--- src/rtl/fp_to_u16_rne.sv ---
module fp_to_u16_rne #(
  parameter int NREGS = 8,
  parameter int XLEN  = 32,
  parameter int IW    = 16
) (
  input  logic                  clk,
  input  logic                  rst_n,
  input  logic                  issue_valid,
  input  logic [31:0]           issue_word,
  input  logic [NREGS*XLEN-1:0] regs_flat,
  output logic                  wb_en,
  output logic [$clog2(NREGS)-1:0] wb_idx,
  output logic [XLEN-1:0]       wb_data
);
  localparam int AW = $clog2(NREGS);
  localparam logic [15:0] LO_OP = 16'hE68E;
  localparam logic [9:0]  HI_OP = 10'b1000000000;
  localparam int BIAS = 127;
  localparam logic [IW-1:0] MAXV = '1;

  // decode
  logic hit;
  logic [AW-1:0] dst, src;
  assign hit = issue_valid && issue_word[15:0] == LO_OP && issue_word[31:22] == HI_OP;
  assign dst = issue_word[16 +: AW];
  assign src = issue_word[19 +: AW];

  // stage one
  logic          s1_v;
  logic [AW-1:0] s1_idx;
  logic [31:0]   s1_op;
  always_ff @(posedge clk or negedge rst_n)
    if (!rst_n) begin
      s1_v <= 1'b0; s1_idx <= '0; s1_op <= '0;
    end else begin
      s1_v <= hit;
      if (hit) begin
        s1_idx <= dst;
        s1_op  <= regs_flat[src*XLEN +: 32];
      end
    end

  // conversion
  logic        sgn;
  logic [7:0]  ex;
  logic [22:0] man;
  assign sgn = s1_op[31];
  assign ex  = s1_op[30:23];
  assign man = s1_op[22:0];

  logic [4:0]  sh;
  logic [47:0] wide;
  logic [23:0] ipart;
  logic        grd, stk, up;
  logic [IW:0] rsum;
  logic [IW-1:0] conv;

  assign sh    = 5'(BIAS + 23 - int'(ex));
  assign wide  = {1'b1, man, 24'b0} >> sh;
  assign ipart = wide[47:24];
  assign grd   = wide[23];
  assign stk   = |wide[22:0];
  assign up    = grd && (stk || ipart[0]);
  assign rsum  = {1'b0, ipart[IW-1:0]} + (IW+1)'(up);

  always_comb begin
    if (ex == 8'hFF && man != 0)             conv = '0;
    else if (sgn)                            conv = '0;
    else if (ex == 8'hFF)                    conv = MAXV;
    else if (int'(ex) < BIAS - 1)            conv = '0;
    else if (int'(ex) > BIAS + IW - 1)       conv = MAXV;
    else if (rsum[IW])                       conv = MAXV;
    else                                     conv = rsum[IW-1:0];
  end

  // stage two
  always_ff @(posedge clk or negedge rst_n)
    if (!rst_n) begin
      wb_en <= 1'b0; wb_idx <= '0; wb_data <= '0;
    end else begin
      wb_en <= s1_v;
      if (s1_v) begin
        wb_idx  <= s1_idx;
        wb_data <= {{(XLEN-IW){1'b0}}, conv};
      end
    end


  no_spurious_wb_chk: assert property (@(posedge clk) disable iff (!rst_n)
    !issue_valid |=> !s1_v);

  latency_chk: assert property (@(posedge clk) disable iff (!rst_n)
    wb_en |-> $past(issue_valid, 2));

  high_clear_chk: assert property (@(posedge clk) disable iff (!rst_n)
    wb_en |-> wb_data[XLEN-1:IW] == '0);

  neg_zero_chk: assert property (@(posedge clk) disable iff (!rst_n)
    (s1_v && s1_op[31]) |=> wb_data == '0);

  inf_sat_chk: assert property (@(posedge clk) disable iff (!rst_n)
    (s1_v && s1_op == 32'h7F800000) |=> wb_data[IW-1:0] == MAXV);

  b2b_chk: assert property (@(posedge clk) disable iff (!rst_n)
    (s1_v && $past(s1_v)) |-> wb_en);
endmodule

--- config.mk ---
export PLATFORM = sky130hd
export DESIGN_NAME = fp_to_u16_rne
export DESIGN_NICKNAME = d
export VERILOG_FILES = /design/src/rtl/fp_to_u16_rne.sv
export SDC_FILE = /design/constraint.sdc
export NUM_CORES = 1
export LEC_CHECK = 0
export BUFFER_PORTS_ARGS = -buffer_cell sky130_fd_sc_hd__clkbuf_2
export CAP_MARGIN = 25
export CORE_AREA = 2 2 125 127
export DETAILED_ROUTE_END_ITERATION = 8
export DIE_AREA = 0 0 127 129
export PLACE_DENSITY = 0.79
export RECOVER_POWER = 50
export SYNTH_ARGS = -nofsm -noshare
export SYNTH_HDL_FRONTEND = slang
export SYNTH_SLANG_ARGS = --single-unit
--- constraint.sdc ---
create_clock -name clk -period 8.52 [get_ports clk]
set_input_delay 0.426 -clock clk [delete_from_list [all_inputs] [get_ports clk]]
set_output_delay 0.426 -clock clk [all_outputs]
set_load 0.02 [all_outputs]
==> impl_metrics.yaml <==
sta:
  setup_viol: 0
  max_slew.worst_pin.slew_ps: 2960
  clock_skew_ps: 3.09
  setup_slack_ps: 4230
  final-max-slew-violation-count: 57
  finalHoldViolations: 0
  fin_crit_sh: 0.503
  relSlewSlack: -0.971
  setup-tns-final_ps: 0
  rsz0062_at_grt: "no"
  period_needed_ps: 4290
  fmax_mhz: 233
yosys:
  yosys-top-cells-count: "mux4_2 (84), mux2i_1 (57), dfrtp_1 (56), nor2_1 (50), a21oi_1 (44)"
  synth_top_area_share: 0.287
  yosys_register_bits: 56
  synth_flop_cell: "dfrtp_1"
  syn_avg_cell_area_um2: 10.6
  synth.distinct_cells: 71
  ys_seq_area_frac: 0.212
  synthTopCellsByArea: "mux4_2 (29%), dfrtp_1 (21%), mux2i_1 (8.6%)"
  yosysWarningCount: 0
  synthCells: 620
  ys_async_sr_fraction: 1.00
  synth_edf_count: 0
  post-synth-top-area-cell: "mux4_2"
  synthesis.area_um2: 6600
  synth.most_common_cell: "mux4_2"
worst_hold_path:
  whs_endpoint: "s1_idx[0]"
  hold_path.class: "input port to register"
  worstHoldStart: "issue_word[16]"
  whs_path_depth: 2
placed_design:
  io_buffers: 310
  dp.cells: 1080
  dp_worst_setup_slack_ps: 4260
  dpl-instance-area_um2: 8160
  gp_congestion: 0.971
  hpwl_um: 19700
clocking:
  hold_buffers: 0
  htreeDepth: 2
  cts_made_buffers: 5
  post_cts_buffers: 0
  clk_path_buf_depth: 2
  cts_tree: "built"
  cts_root_buf: "clkbuf_16"
  cts_resized: 0
  cts.sinks: 56
  clk_pin_slew_worst_paths_ps: 70
  insertion_delay_ps: 290
layout:
  multi_input_area_um2: 4790
  stdcell_count: 1093
  seq_area_um2: 1400
  drive_gt1_frac: 0.509
  area_growth_pct: 26.0
  fin_nets: 1195
  final_area_um2: 8320
  nFillCells: 1367
setup_path:
  path_buf_inv: 3
  critPathTopFamily: "multiplexers"
  critPathMaxStageDelay_ps: 510
  critical_path_class: "register to register"
  endpoint_kind: "register"
  r2r-end: "wb_data[0]"
  crit_path_max_fanout: 39
  cp_cell_sequence: "buf_4 > inv_6 > ha_1 > buf_4 > mux2_2 > mux2_2 > mux4_2 > nand4bb_1 > or4b_1 > nand2_1 > o211ai_1 > a221oi_1 > o221ai_1"
  r2r_start: "s1_op[23]"
  required_ps: 8660
  ff2ff_path_depth: 13
  regToRegSetupSlack_ps: 4230
  startpoint_type: "register"
  worst_ep_arrival_time_ps: 4430
  crit_slowest_cell: "or4b_1"
pwr:
  vdd_drop_max_mv: 0.132
  pwr-share-clk: 0.308
  power_switching_uw: 167
  p_int_uw: 479
  swShare: 0.258
  power_density_nw_per_um2: 77.7
  pwr-share-comb: 0.281
  pwr-share-seq: 0.411
  p_leak_nw: 3.98
die:
  start_util: 0.441
  die_area_um2: 16400
  die_x_um: 127
  dieHeight_um: 129
  rows: 45
  io_pins: 327
  core_um2: 15000
route:
  vias_per_cell: 5.96
  wl_um: 23700
  routedWlPerCell_um: 21.7
  drc_errors: 0
  drt_iter0_markers: 592
  vias: 6509
  dr.pass1.iters: 7
  antenna_left: 0
global_route:
  grt_max_degree: 69
  grt_pass1_vias: 6307
  grt_overflow_total: 0
  antenna_found_initial: 4
  grt_pass1_wl_um: 35700
  grtUsageTotal: 0.282
flow_run:
  maxCapViolCount: 1
run_status:
  outcome: "finished, violations left"
  violations: "max-capacitance violations, max-slew violations"
==> power by group through the flow <==
stage	sequential [mW]	combinational [mW]	clock, mW
after global placement	0.271	0.177	0
after floorplan	0.271	0.0952	0
after global routing	0.266	0.196	0.213
after CTS	0.265	0.180	0.205
final	0.266	0.181	0.199
after detailed placement	0.271	0.180	0
==> worst max path at each step <==
stage            endpoint       from  cells after the start  slack [ps]
4_1_cts        wb_data[0]  s1_op[23]                     13        4230
6_report       wb_data[0]  s1_op[23]                     13        4230
3_5_place_dp   wb_data[0]  s1_op[23]                     13        4260
3_3_place_gp   wb_data[0]  s1_op[23]                     13        4340
2_1_floorplan  wb_data[0]  s1_op[23]                     15        4580
5_1_grt        wb_data[0]  s1_op[23]                     13        3950
==> through the flow <==
step                      power, mW  utilization  hold WS, ps
after global routing          0.674        0.555          370
after CTS                     0.651        0.554          307
after floorplan               0.366            -          130
final                         0.646        0.555          368
after global placement        0.447        0.545          486
after detailed placement      0.451        0.545          492
==> registers in the layout, indices dropped and copies added, names as in the netlist <==
name,cells
s1_op,32
wb_data,16
s1_idx,3
wb_idx,3
s1_v,1
wb_en,1
==> cell usage in the layout, fill, tap and decap left out, types with 16 or more instances in the layout <==
| cell | synthesis | final |
|---|---|---|
| inv_1 | 22 | 22 |
| conb_1 | 1 | 16 |
| dfrtp_1 | 56 | 56 |
| mux4_2 | 84 | 84 |
| mux2_2 | 39 | 39 |
| clkbuf_2 | 0 | 300 |
| nand2_1 | 24 | 24 |
| nor2_1 | 50 | 50 |
| a21oi_1 | 44 | 44 |
| mux2i_1 | 57 | 57 |
==> cell type report <==
cell class | count | area share
multi-input combinational | 491 | 0.576
timing repair buffer | 323 | 0.199
sequential | 56 | 0.168
tap | 188 | 0.0283
clock buffer | 6 | 0.0155
inverter | 23 | 0.0110
antenna | 5 | 0.00150
clock inverter | 1 | 0.000602
==> kinds of logic after synthesis <==
kind of cell,Yosys count,share of synthesized area
muxes,181,0.441
and+or+nand+nor,154,0.127
AOI/OAI and AO/OA,115,0.109
buffers and inverters,88,0.0717
DFF,56,0.212
xor gates and xnor gates,21,0.0313
adders and majority gates,4,0.00758
other,1,0.000568
==> per-layer routing <==
metal	track usage	vias to the layer above	routed length (µm)
li1	-	2965	-
met1	0.383	3198	9600
met2	0.459	324	11500
met3	0.0832	22	2320
met4	0.0446	0	283
met5	0	-	0
(Power assumes the default switching activity.)
